$ cat config.mk
export PLATFORM = sky130hd
export DESIGN_NAME = pivot_select
export DESIGN_NICKNAME = d
export VERILOG_FILES = /design/src/rtl/pvt_pkg.sv /design/src/rtl/pvt_leaf.sv /design/src/rtl/pvt_node.sv /design/src/rtl/pvt_elig.sv /design/src/rtl/pivot_select.sv
export SDC_FILE = /design/constraint.sdc
export NUM_CORES = 1
export LEC_CHECK = 0
export ABC_AREA = 0
export BUFFER_PORTS_ARGS = -buffer_cell sky130_fd_sc_hd__buf_2
export CAP_MARGIN = 20
export CORE_MARGIN = 2
export CORE_UTILIZATION = 35
export CTS_CLUSTER_SIZE = 25
export DETAILED_ROUTE_END_ITERATION = 8
export PLACE_DENSITY = 0.56
export SETUP_SLACK_MARGIN = 0.3
export SLEW_MARGIN = 20
export SYNTH_ARGS = -nofsm -noshare
export SYNTH_HDL_FRONTEND = slang
export SYNTH_SLANG_ARGS = --single-unit
$ cat constraint.sdc
create_clock -name clk -period 7.6 [get_ports clk]
set_input_delay 1.52 -clock clk [delete_from_list [all_inputs] [get_ports clk]]
set_output_delay 1.52 -clock clk [all_outputs]
set_load 0.05 [all_outputs]
$ cat src/rtl/pvt_pkg.sv
// Shared format constants, candidate type and ranking rule for the
// pivot selector. Assumes 32-bit words: sign, 8-bit exponent, 23-bit mantissa.
package pvt_pkg;
    localparam int FP_EXP_W = 8;
    localparam int FP_MAN_W = 23;
    localparam int FP_W     = 1 + FP_EXP_W + FP_MAN_W;

    typedef struct packed {
        logic [FP_EXP_W-1:0] mag;   // ranking exponent, zero when masked
        logic                live;  // row was eligible at request time
        logic [FP_W-1:0]     word;  // original word, carried to the output
    } cand_t;

    // Lower-index side wins unless the other side ranks strictly higher.
    function automatic logic lo_side_wins(cand_t lo, cand_t hi);
        return {lo.mag, lo.live} >= {hi.mag, hi.live};
    endfunction
endpackage

$ cat src/rtl/pvt_leaf.sv
// Forms the tree leaves: slices each row word, applies the eligibility
// mask (masked rows rank with exponent zero) and pads to a power of two.
// Assumes PAD >= NROWS.
module pvt_leaf
    import pvt_pkg::*;
#(
    parameter int NROWS = 8,
    parameter int PAD   = 8
) (
    input  logic [NROWS*FP_W-1:0] row_vals,
    input  logic [NROWS-1:0]      mask,
    output cand_t                 leaves [PAD]
);
    for (genvar p = 0; p < PAD; p++) begin : g_leaf
        if (p < NROWS) begin : g_real
            logic [FP_W-1:0] w;
            // slice the row word
            assign w = row_vals[p*FP_W +: FP_W];
            // masked rows lose their exponent and live bit
            assign leaves[p] = '{mag:  mask[p] ? w[FP_W-2 -: FP_EXP_W] : '0,
                                 live: mask[p],
                                 word: w};
        end else begin : g_pad
            // pad slots rank below every real row
            assign leaves[p] = '0;
        end
    end
endmodule

$ cat src/rtl/pvt_node.sv
// One registered comparator of the tree. Keeps the lower-index input on a
// tie so the overall selection prefers lower rows.
module pvt_node
    import pvt_pkg::*;
#(
    parameter int IDX_W = 3
) (
    input  logic             clk,
    input  logic             rst_n,
    input  cand_t            lo_c,
    input  cand_t            hi_c,
    input  logic [IDX_W-1:0] lo_i,
    input  logic [IDX_W-1:0] hi_i,
    output cand_t            win_c,
    output logic [IDX_W-1:0] win_i
);
    // register the better of the two candidates
    always_ff @(posedge clk) begin
        if (!rst_n) begin
            win_c <= '0;
            win_i <= '0;
        end else if (lo_side_wins(lo_c, hi_c)) begin
            win_c <= lo_c;
            win_i <= lo_i;
        end else begin
            win_c <= hi_c;
            win_i <= hi_i;
        end
    end
endmodule

$ cat src/rtl/pvt_elig.sv
// Sticky eligibility vector. A reported winner is retired; solve_clr
// restores every row and overrides retirement in the same cycle.
module pvt_elig #(
    parameter int NROWS = 8,
    parameter int IDX_W = 3
) (
    input  logic             clk,
    input  logic             rst_n,
    input  logic             solve_clr,
    input  logic             retire,
    input  logic [IDX_W-1:0] retire_idx,
    output logic [NROWS-1:0] elig,
    output logic [NROWS-1:0] mask
);
    // mask seen by a request: a same-cycle clear already counts
    assign mask = solve_clr ? '1 : elig;

    // update the stored eligibility
    always_ff @(posedge clk) begin
        if (!rst_n || solve_clr) begin
            elig <= '1;
        end else if (retire && (32'(retire_idx) < NROWS)) begin
            elig[retire_idx] <= 1'b0;
        end
    end
endmodule

$ cat src/rtl/pivot_select.sv
// Pivot row selector: registered binary comparator tree over exponent
// fields with a sticky eligibility mask. Assumes NROWS >= 2.
module pivot_select
    import pvt_pkg::*;
#(
    parameter int NROWS = 8,
    localparam int LEVELS = $clog2(NROWS),
    localparam int IDX_W  = LEVELS,
    localparam int PAD    = 1 << LEVELS,
    localparam int NODES  = 2 * PAD - 1
) (
    input  logic                  clk,
    input  logic                  rst_n,
    input  logic                  solve_clr,
    input  logic                  start,
    input  logic [NROWS*FP_W-1:0] row_vals,
    output logic                  done,
    output logic [IDX_W-1:0]      pivot_idx,
    output logic [FP_W-1:0]       pivot_val,
    output logic                  singular
);
    logic [NROWS-1:0]  elig_q;
    logic [NROWS-1:0]  mask;
    logic [LEVELS-1:0] vld_q;
    cand_t             leaves [PAD];
    cand_t             heap   [NODES];
    logic [IDX_W-1:0]  hidx   [NODES];

    pvt_elig #(.NROWS(NROWS), .IDX_W(IDX_W)) u_elig (
        .clk(clk), .rst_n(rst_n), .solve_clr(solve_clr),
        .retire(done), .retire_idx(pivot_idx),
        .elig(elig_q), .mask(mask)
    );

    pvt_leaf #(.NROWS(NROWS), .PAD(PAD)) u_leaf (
        .row_vals(row_vals), .mask(mask), .leaves(leaves)
    );

    // leaves occupy the last PAD slots of the heap
    for (genvar p = 0; p < PAD; p++) begin : g_leafmap
        assign heap[PAD-1+p] = leaves[p];
        assign hidx[PAD-1+p] = IDX_W'(p);
    end

    // internal nodes: node n compares children 2n+1 (lower rows) and 2n+2
    for (genvar n = 0; n < PAD - 1; n++) begin : g_node
        pvt_node #(.IDX_W(IDX_W)) u_node (
            .clk(clk), .rst_n(rst_n),
            .lo_c(heap[2*n+1]), .hi_c(heap[2*n+2]),
            .lo_i(hidx[2*n+1]), .hi_i(hidx[2*n+2]),
            .win_c(heap[n]), .win_i(hidx[n])
        );
    end

    // request tracker walks alongside the tree levels
    always_ff @(posedge clk) begin
        if (!rst_n) vld_q <= '0;
        else        vld_q <= (vld_q << 1) | LEVELS'(start);
    end

    assign done      = vld_q[LEVELS-1];
    assign pivot_idx = hidx[0];
    assign pivot_val = heap[0].word;
    assign singular  = !heap[0].live || (heap[0].mag == '0);
endmodule

==> results of run 1 <==
worst max path at each step:
stage / from / end / slack (ps) / cells after the start
global route: solve_clr / g_node[5].u_node.win_c[9] / 2960 / 9
floorplan: solve_clr / g_node[5].u_node.win_c[32] / 3960 / 8
CTS: solve_clr / g_node[5].u_node.win_c[9] / 3160 / 9
global placement: solve_clr / g_node[5].u_node.win_c[11] / 2800 / 9
detailed placement: solve_clr / g_node[5].u_node.win_c[4] / 2640 / 9
finish: solve_clr / g_node[5].u_node.win_c[9] / 3250 / 9
layout by cell type (no fill, tap or decap), types with 20 or more instances in the layout:
| cell | count |
|---|---|
| sky130_fd_sc_hd__ha_1 | 63 |
| sky130_fd_sc_hd__buf_2 | 295 |
| sky130_fd_sc_hd__clkbuf_16 | 37 |
| sky130_fd_sc_hd__inv_1 | 30 |
| sky130_fd_sc_hd__dfxtp_1 | 311 |
| sky130_fd_sc_hd__nand3_1 | 164 |
| sky130_fd_sc_hd__o21ai_0 | 172 |
| sky130_fd_sc_hd__nor2b_1 | 44 |
| sky130_fd_sc_hd__a21oi_1 | 20 |
| sky130_fd_sc_hd__mux2i_1 | 123 |
| sky130_fd_sc_hd__nand2_1 | 464 |
critical path, delay by kind of cell:
| kind | cells | cell delay, ps |
|---|---|---|
| buffers and inverters | 2 | 640 |
| AND/OR/NAND/NOR | 2 | 770 |
| adder cells (fa/ha/maj) | 1 | 360 |
| AO/OA/AOI/OAI | 3 | 1190 |
| multiplexers | 1 | 260 |
power by group through the flow:
stage               registers (mW)  logic (mW)  clock network, mW
floorplan                     1.92       0.756                  0
global placement              1.95       0.968                  0
detailed placement            1.95       0.981                  0
CTS                           1.92       0.983               1.81
global route                  1.93        1.08               1.87
finish                        1.91       0.969               1.76
through the flow:
| stage | setup WS (ps) | area [um^2] | power, mW |
|---|---|---|---|
| 2_1_floorplan | 3957 | 13560 | 2.677 |
| 3_3_place_gp | 2804 | 15040 | 2.918 |
| 3_5_place_dp | 2644 | 15040 | 2.931 |
| 4_1_cts | 3165 | 16280 | 4.709 |
| 5_1_grt | 2962 | 16300 | 4.882 |
| 6_report | 3245 | 16300 | 4.636 |
metal layers:
layer | global-route usage | vias to the layer above | routed length (um)
met2 | 0.3100 | 271 | 17770
met5 | 0 | - | 0
met4 | 0.05952 | 0 | 1012
met3 | 0.02744 | 57 | 1696
met1 | 0.2141 | 5148 | 15490
li1 | - | 5752 | -
final cells by class:
type                            instances  area (um^2)
Timing Repair Buffer                  309         1609
Inverter                               30        112.6
Clock buffer                           53         1126
Sequential cell                       311         6226
Clock inverter                         10        111.4
Tap cell                              518        648.1
Multi-Input combinational cell       1134         6465
Fill cell                            3930        22170
cell families (layout without fill, tap and decap cells):
kind of cell    after synthesis  count (layout)  synth area share
compound gates              225             225           0.09124
fa+ha+maj                    63              63           0.05812
buf+inv                     180             402           0.06799
flops                       311             311            0.4590
mux                         127             127           0.09437
simple gates                719             719            0.2292
registers in the layout (all words and copies together) (netlist names):
name / cells
vld_q: 3
g_node.u_node.win_i: 13
u_elig.elig: 8
g_node.u_node.win_c: 287
==> reports/results.tsv, run 1 <==
stage	metric	value	unit
global_route	first-pass GRT wire length	56560	um
yosys	top-area cell type share of the netlist area	0.4590	
yosys	total nets after synthesis	1948	
critical_path	register-to-register path setup slack	4100	ps
clock_tree	TritonCTS clock tree	done	
global_route	maximum number of pins on one net before global-route repair	177	
power	clock power share	0.379	
outcome	status	complete, no violations	
yosys	count leader, synth	sky130_fd_sc_hd__nand2_1	
routing	Detail Route Antenna Nets	0	
sta	relative slew slack	0.3513	
critical_path	number of cells traversed by the worst register-to-register path	8	
floorplan	die area	40340	um^2
routing	wire length per cell after detailed routing	15.21	um
clock_tree	Setup Buffers After CTS	0	
clock_tree	count of instances resized after the clock tree is built	0	
global_route	Overall Global Routing Usage	0.1744	
yosys	count of flip-flops with a built-in enable after synthesis	0	
sta	RSZ-0062 raised after global routing	false	
yosys	post-synthesis cell type with the largest combined area	sky130_fd_sc_hd__dfxtp_1	
yosys	Synth Area per Inst	8.346	um^2
floorplan	Floorplan Core Area	38470	um^2
placement	count of placed standard cells including taps	2300	
critical_path	critical path start-end classification	input port to flop	
layout	Synth-to-Final Area Change	20.17	%
layout	final-stage net count	2144	
critical_path	arrival time at the worst endpoint	4790	ps
power	power density over the cells	284.4	nW/um^2
floorplan	number of standard-cell rows in the floorplan	72	
critical_path	maximum single-stage delay on the critical path	710	ps
critical_path	required time worst endpoint	8030	ps
clock_tree	clock latency reported for the late side of the worst-skew pair	510	ps
yosys	post-synthesis sequential area ratio	0.4590	
sta	Final Setup Violations	0	
routing	vias per cell	4.748	
worst_hold_path	launch instance of the worst min-delay path	g_node[2].u_node.win_i[2]	
yosys	area of the mapped netlist	13560	um^2
global_route	vias in the first global route	10880	
critical_path	critical path fanouts, max	22	
floorplan	IO Pins	297	
sta	final-report max-slew violation count	0	
worst_hold_path	endpoint of the worst hold path	g_node[0].u_node.win_i[2]	
routing	total number of vias	11230	
layout	Final Non-Filler Cells	2365	
clock_tree	number of buffers inserted by hold repair at cts	0	
critical_path	cells along the critical path	buf_2 -> nor2_1 -> ha_1 -> nand2b_4 -> a2111oi_4 -> o21bai_2 -> a21oi_4 -> buf_4 -> mux2i_1	
power	proportion of power drawn by flip-flops and latches	0.412	
sta	final critical-path share of the clock period	0.5730	
global_route	Congestion Overflow GR	0	
layout	Core Util, Final	0.4237	
yosys	synthesized instance count	1625	
sta	minimum hold slack	427.3	ps
clock_tree	number of buffers on the longest clock path	3	
power	proportion of power drawn by combinational gates	0.209	
placement	post-detail-place hpwl	26480	um
worst_hold_path	number of cells on the worst hold path	2	
floorplan	effective utilization at floorplan	0.3526	
clock_tree	clock-pin slew reported for the worst setup and hold paths after clock tree synthesis	60	ps
placement	number of port buffers	296	
sta	measured slew at the worst slew-check pin	973.1	ps
power	Sw Ratio	0.2946	
sta	Peak Freq	0.2296	GHz
worst_hold_path	class of the worst hold path	flop to flop	
placement	placer's final routability congestion estimate	0.8280	
yosys	register bit count reported by yosys	311	
routing	initial detailed-routing violation count	479	
sta	Final Hold Fails	0	
critical_path	Crit. End Element	flop	
power	leakage power	7.313	nW
yosys	Synth area leaders	sky130_fd_sc_hd__dfxtp_1 (46%), sky130_fd_sc_hd__nand2_1 (13%), sky130_fd_sc_hd__mux2i_1 (9.1%), sky130_fd_sc_hd__o21ai_0 (6.3%), sky130_fd_sc_hd__nand3_1 (6.1%)	
critical_path	worst reg2reg endpoint	g_node[5].u_node.win_c[9]	
sta	final critical delay including setup and external delays	4355	ps
job	number of max-cap violations	0	
routing	number of optimization iterations in the first detailed-route pass	5	
clock_tree	cell chosen for the clock root	sky130_fd_sc_hd__clkbuf_16	
floorplan	die outline width	200.9	um
layout	Antenna diodes	0	
sta	Total Negative Setup Slacks	0	ps
critical_path	sort of element at the start of the critical path	input port	
yosys	most frequent cells after synthesis	sky130_fd_sc_hd__nand2_1 (464), sky130_fd_sc_hd__dfxtp_1 (311), sky130_fd_sc_hd__o21ai_0 (172)	
routing	final wirelength	35970	um
yosys	fraction of registers with async set or reset after synthesis	0	
routing	DRC violations left	0	
global_route	number of antenna violations at the first check in global routing	0	
power	Sw Pwr	1.366	mW
yosys	Synthesis Warnings	0	
critical_path	slowest stage cell, crit path	sky130_fd_sc_hd__a21oi_4	
yosys	commonest register cell after synthesis	sky130_fd_sc_hd__dfxtp_1	
clock_tree	count of H-tree levels built during CTS	2	
clock_tree	total clock buffers created by CTS	35	
yosys	library cells used by synthesis	38	
sta	largest clock skew in the final design	20.02	ps
power	largest voltage drop on the vdd net	169.9	uV
floorplan	overall die height	200.9	um
power	cell internal pwr	3.270	mW
clock_tree	clk sinks	311	
layout	proportion of layout cells with a drive suffix above 1	0.2101	
critical_path	launching point of the worst reg2reg path	u_elig.elig[4]	
Power figures use the tool's default switching activity.
==> run 2, diff against run 1 <==
- clock period: 7.6 -> 4.5 ns (I/O delays scaled with it)
==> reports/results.tsv, run 2 (synthesized netlist as in run 1, its figures left out) <==
stage	metric	value	unit	change
power	cell internal pwr	5.366	mW	+64%
routing	number of optimization iterations in the first detailed-route pass	5		unchanged
routing	Detail Route Antenna Nets	0		unchanged
clock_tree	clk sinks	311		unchanged
routing	wire length per cell after detailed routing	15.00	um	-1.4%
layout	most common library cell in the layout ignoring fill and taps	sky130_fd_sc_hd__nand2_1		
clock_tree	count of H-tree levels built during CTS	2		unchanged
routing	initial detailed-routing violation count	447		-6.7%
clock_tree	cell chosen for the clock root	sky130_fd_sc_hd__clkbuf_16		
layout	area of all placed cells without fillers	16320	um^2	+0.15%
layout	count of fill cells added during filler insertion	3921		-0.23%
floorplan	IO Pins	297		unchanged
critical_path	critical path start-end classification	input port to flop		
critical_path	critical path fanouts, max	42		+91%
sta	measured slew at the worst slew-check pin	815.7	ps	-157.4 ps
power	proportion of power drawn by flip-flops and latches	0.420		+0.008
critical_path	required time worst endpoint	4890	ps	-3140 ps
placement	placer's final routability congestion estimate	0.8410		+1.6%
clock_tree	Setup Buffers After CTS	0		unchanged
power	Sw Pwr	2.320	mW	+70%
global_route	first-pass GRT wire length	56040	um	-0.92%
sta	relative slew slack	0.4545		+0.1032
sta	RSZ-0062 raised after global routing	false		
clock_tree	clock latency reported for the late side of the worst-skew pair	530	ps	+20 ps
routing	DRC violations left	0		unchanged
routing	vias per cell	4.720		-0.59%
floorplan	effective utilization at floorplan	0.3526		unchanged
layout	Regs by FF count	g_node.u_node.win_c (287), g_node.u_node.win_i (13), u_elig.elig (8)		
floorplan	number of standard-cell rows in the floorplan	72		unchanged
sta	Peak Freq	0.2975	GHz	
outcome	status	complete, no violations		
global_route	Congestion Overflow GR	0		unchanged
power	clock power share	0.365		-0.014
placement	number of port buffers	296		unchanged
layout	proportion of layout cells with a drive suffix above 1	0.2092		-0.0008812
routing	highest signal layer in the routed design	met4		
floorplan	die area	40340	um^2	unchanged
power	power density over the cells	470.9	nW/um^2	+66%
routing	final wirelength	35520	um	-1.3%
clock_tree	number of buffers on the longest clock path	3		unchanged
sta	Final Setup Violations	0		unchanged
global_route	number of antenna violations at the first check in global routing	0		unchanged
power	Sw Ratio	0.3018		+0.007151
clock_tree	clock-pin slew reported for the worst setup and hold paths after clock tree synthesis	60	ps	about the same
floorplan	overall die height	200.9	um	unchanged
critical_path	Crit. End Element	flop		
layout	highest-count cells in the layout ignoring fill and taps	sky130_fd_sc_hd__nand2_1 (464), sky130_fd_sc_hd__dfxtp_1 (311), sky130_fd_sc_hd__buf_2 (295)		
clock_tree	total clock buffers created by CTS	35		unchanged
clock_tree	number of buffers inserted by hold repair at cts	0		unchanged
routing	Met1 Wirelength	15460	um	-0.21%
critical_path	sort of element at the start of the critical path	input port		
power	largest voltage drop on the vdd net	297.4	uV	+75%
routing	length of routed met3 wiring	1501	um	-11%
global_route	Overall Global Routing Usage	0.1725		-0.001825
sta	final critical-path share of the clock period	0.7471		
layout	Antenna diodes	0		unchanged
sta	final critical delay including setup and external delays	3362	ps	
power	proportion of power drawn by combinational gates	0.215		+0.006
power	leakage power	7.313	nW	about the same
power	total power	7.686	mW	+66%
layout	Synth-to-Final Area Change	20.34	%	
global_route	maximum number of pins on one net before global-route repair	125		-29%
worst_hold_path	class of the worst hold path	flop to flop		
layout	final-stage net count	2147		+0.14%
sta	final-report max-slew violation count	0		unchanged
critical_path	arrival time at the worst endpoint	3750	ps	-1040 ps
layout	top register by number of flip-flops	g_node.u_node.win_c		
routing	routed wl met2	17810	um	+0.24%
job	number of max-cap violations	0		unchanged
sta	largest clock skew in the final design	30.82	ps	+10.79 ps
floorplan	Floorplan Core Area	38470	um^2	unchanged
global_route	vias in the first global route	10900		+0.21%
placement	post-detail-place hpwl	26150	um	-1.2%
routing	total number of vias	11180		-0.46%
layout	flip-flop count of the largest register, all copies and words added	287		unchanged
floorplan	die outline width	200.9	um	unchanged
clock_tree	TritonCTS clock tree	done		
placement	placed cell area	15180	um^2	+0.92%
clock_tree	count of instances resized after the clock tree is built	0		unchanged
sta	Total Negative Setup Slacks	0	ps	unchanged
sta	Final Hold Fails	0		unchanged
run 2: cell type report:
type                    instances  area [um^2]  share of cell area
well taps                     518        648.1             0.03971
inverters                      30        112.6            0.006899
repair buffers                312         1724              0.1056
multi-input cells            1134         6465              0.3961
clock inverters                17        167.7             0.01027
clock buffers                  46        978.4             0.05995
flip-flops and latches        311         6226              0.3814
run 2: path summary, 6_finish.rpt:
path,start,end,slack [ps],cells past startpoint
min reg2reg,g_node[3].u_node.win_c[31],g_node[1].u_node.win_c[31],430,2
max reg2reg,u_elig.elig[0],g_node[3].u_node.win_c[32],1380,8
max,solve_clr,g_node[3].u_node.win_c[32],1140,9
min,g_node[3].u_node.win_c[31],g_node[1].u_node.win_c[31],430,2
run 2: stage by stage:
step | hold slack [ps] | utilization | cells | worst slack, ps
after global placement | 418.8 | 0.3945 | 2305 | 724.1
after CTS | 420.3 | 0.4243 | 2368 | 1152
after floorplan | 404.5 | - | 1625 | 1477
after detailed placement | 426.9 | 0.3945 | 2305 | 620.5
final | 430.9 | 0.4243 | 2368 | 1138
after global routing | 452.6 | 0.4243 | 2368 | 901.0
run 2: critical path, stage by stage:
cell and delay, ps:
sky130_fd_sc_hd__buf_2 150, sky130_fd_sc_hd__nor2_1 510, sky130_fd_sc_hd__nor2b_1 120, sky130_fd_sc_hd__ha_1 340, sky130_fd_sc_hd__a21o_1 180, sky130_fd_sc_hd__a2111oi_0 720
sky130_fd_sc_hd__a21oi_4 90, sky130_fd_sc_hd__buf_4 370, sky130_fd_sc_hd__mux2_2 370
run 2: per-layer routing:
layer,vias up,track usage
met2,234,0.3115
met5,-,0
met4,0,0.04762
met3,55,0.02662
li1,5763,-
met1,5124,0.2125
run 2: power groups by stage:
stage	combinational [mW]	clock [mW]	sequential (mW)
6_report	1.65	2.81	3.23
5_1_grt	1.84	3.01	3.26
4_1_cts	1.68	2.90	3.23
3_5_place_dp	1.68	0	3.29
3_3_place_gp	1.66	0	3.29
2_1_floorplan	1.28	0	3.24
==> run 3, diff against run 2 <==
- PLACE_DENSITY: 0.56 -> 0.58
- clock period: 4.5 -> 3.04 ns (I/O delays scaled with it)
==> reports/results.tsv, run 3 (synthesized netlist as in run 1, its figures left out) <==
stage	metric	value	unit	change
sta	Final Setup Violations	0		unchanged
critical_path	Crit. End Element	primary output		
clock_tree	total clock buffers created by CTS	35		unchanged
routing	final wirelength	35750	um	+0.66%
sta	final-report max-slew violation count	0		unchanged
floorplan	die outline width	200.9	um	unchanged
sta	RSZ-0062 raised after global routing	false		
global_route	first-pass GRT wire length	57010	um	+1.7%
critical_path	Worst setup startpoint	g_node[0].u_node.win_c[34]		
job	number of max-cap violations	0		unchanged
sta	largest clock skew in the final design	15.98	ps	-14.83 ps
outcome	status	complete, no violations		
clock_tree	Setup Buffers After CTS	0		unchanged
sta	relative slew slack	0.4692		+0.01470
clock_tree	clock latency reported for the late side of the worst-skew pair	510	ps	-20 ps
floorplan	effective utilization at floorplan	0.3526		unchanged
floorplan	die area	40340	um^2	unchanged
power	power density over the cells	707.1	nW/um^2	+50%
routing	total number of vias	11210		+0.30%
critical_path	worst reg2reg endpoint	g_node[5].u_node.win_c[10]		
layout	most common library cell in the layout ignoring fill and taps	sky130_fd_sc_hd__nand2_1		
layout	final-stage net count	2161		+0.65%
sta	final critical delay including setup and external delays	2554	ps	
clock_tree	count of instances resized after the clock tree is built	1		+1
sta	Final Hold Fails	0		unchanged
sta	final critical-path share of the clock period	0.8400		
layout	flip-flop count of the largest register, all copies and words added	287		unchanged
critical_path	slowest stage cell, crit path	sky130_fd_sc_hd__or4_1		
power	largest voltage drop on the vdd net	496.5	uV	+67%
critical_path	arrival time at the worst endpoint	1950	ps	-1800 ps
critical_path	critical path fanouts, max	1		-98%
layout	top register by number of flip-flops	g_node.u_node.win_c		
placement	placer's final routability congestion estimate	0.8510		+1.2%
critical_path	required time worst endpoint	2430	ps	-2460 ps
critical_path	sort of element at the start of the critical path	flop		
worst_hold_path	number of cells on the worst hold path	2		unchanged
layout	Core Util, Final	0.4292		+0.004912
critical_path	number of cells traversed by the worst register-to-register path	10		+2
clock_tree	clock-pin slew reported for the worst setup and hold paths after clock tree synthesis	60	ps	about the same
routing	Detail Route Antenna Nets	0		unchanged
layout	Synth-to-Final Area Change	21.73	%	
layout	count of fill cells added during filler insertion	3882		-0.99%
routing	initial detailed-routing violation count	441		-1.3%
routing	wire length per cell after detailed routing	15.02	um	+0.15%
routing	number of optimization iterations in the first detailed-route pass	5		unchanged
layout	Regs by FF count	g_node.u_node.win_c (287), g_node.u_node.win_i (13), u_elig.elig (8)		
clock_tree	TritonCTS clock tree	done		
routing	vias per cell	4.710		-0.20%
layout	highest-count cells in the layout ignoring fill and taps	sky130_fd_sc_hd__nand2_1 (464), sky130_fd_sc_hd__dfxtp_1 (311), sky130_fd_sc_hd__buf_2 (295)		
floorplan	Floorplan Core Area	38470	um^2	unchanged
placement	post-detail-place hpwl	26700	um	+2.1%
floorplan	IO Pins	297		unchanged
clock_tree	number of buffers on the longest clock path	3		unchanged
critical_path	maximum single-stage delay on the critical path	560	ps	-160 ps
critical_path	cells along the critical path	or4_1 -> o21ai_1 -> buf_2		
global_route	vias in the first global route	11210		+2.9%
layout	proportion of layout cells with a drive suffix above 1	0.2127		+0.003485
clock_tree	clk sinks	311		unchanged
clock_tree	cell chosen for the clock root	sky130_fd_sc_hd__clkbuf_16		
placement	number of port buffers	296		unchanged
clock_tree	number of buffers inserted by hold repair at cts	0		unchanged
global_route	Congestion Overflow GR	0		unchanged
worst_hold_path	launch instance of the worst min-delay path	start		
critical_path	launching point of the worst reg2reg path	u_elig.elig[5]		
worst_hold_path	endpoint of the worst hold path	vld_q[0]		
global_route	Overall Global Routing Usage	0.1757		+0.003118
floorplan	number of standard-cell rows in the floorplan	72		unchanged
layout	Antenna diodes	0		unchanged
global_route	number of antenna violations at the first check in global routing	0		unchanged
worst_hold_path	class of the worst hold path	input port to flop		
sta	measured slew at the worst slew-check pin	776.2	ps	-39.50 ps
routing	DRC violations left	0		unchanged
power	total power	11.68	mW	+52%
critical_path	register-to-register path setup slack	540	ps	-840 ps
floorplan	overall die height	200.9	um	unchanged
sta	Total Negative Setup Slacks	0	ps	unchanged
critical_path	critical path start-end classification	flop to primary output		
sta	Peak Freq	0.3916	GHz	
clock_tree	count of H-tree levels built during CTS	2		unchanged
power	leakage power	7.417	nW	+1.4%
global_route	maximum number of pins on one net before global-route repair	102		-18%
==> run 3: worst max-delay path by stage <==
stage,endpoint,slack [ps],cells after the start
3_5_place_dp,g_node[5].u_node.win_c[14],100,10
3_3_place_gp,g_node[3].u_node.win_c[9],180,11
5_1_grt,g_node[5].u_node.win_c[33],360,10
6_report,singular,490,3
2_1_floorplan,g_node[5].u_node.win_c[32],310,8
4_1_cts,singular,430,3
==> run 3: metal layers <==
layer	vias to the layer above	wire length, um	global-route usage
li1	5781	-	-
met1	5124	15530	0.2128
met2	258	17870	0.3198
met3	47	1683	0.03133
met4	0	666	0.04524
met5	-	0	0
==> run 3: layout make-up <==
class                           instances  area (um^2)  share of cell area
Sequential cell                       311         6226              0.3771
Tap cell                              518        648.1             0.03925
Multi-Input combinational cell       1134         6465              0.3916
Clock inverter                          9        175.2             0.01061
Clock buffer                           52         1042             0.06313
Inverter                               30        112.6            0.006820
Timing Repair Buffer                  326         1842              0.1115
==> run 3: power by group <==
| part | switching [mW] | total, mW | internal [mW] |
|---|---|---|---|
| sequential | 0.184 | 4.77 | 4.58 |
| clock | 1.62 | 4.41 | 2.79 |
| combinational | 1.57 | 2.50 | 0.925 |
==> run 3: metrics by stage <==
stage / setup WS (ps) / std cells / instance area (um^2) / hold slack [ps]
CTS: 425.9 / 2380 / 16510 / 279.0
global placement: 183.4 / 2319 / 15290 / 421.2
detailed placement: 98.99 / 2319 / 15290 / 423.9
global route: 357.4 / 2380 / 16510 / 284.8
floorplan: 308.6 / 1625 / 13560 / 404.5
finish: 486.4 / 2380 / 16510 / 308.6
==> run 3: critical path, delay by kind of cell (launching register included) <==
| kind | cells | cell delay [ps] |
|---|---|---|
| AO/OA/AOI/OAI | 1 | 270 |
| flip-flops | 1 | 290 |
| AND/OR/NAND/NOR | 1 | 560 |
| buffers and inverters | 1 | 320 |
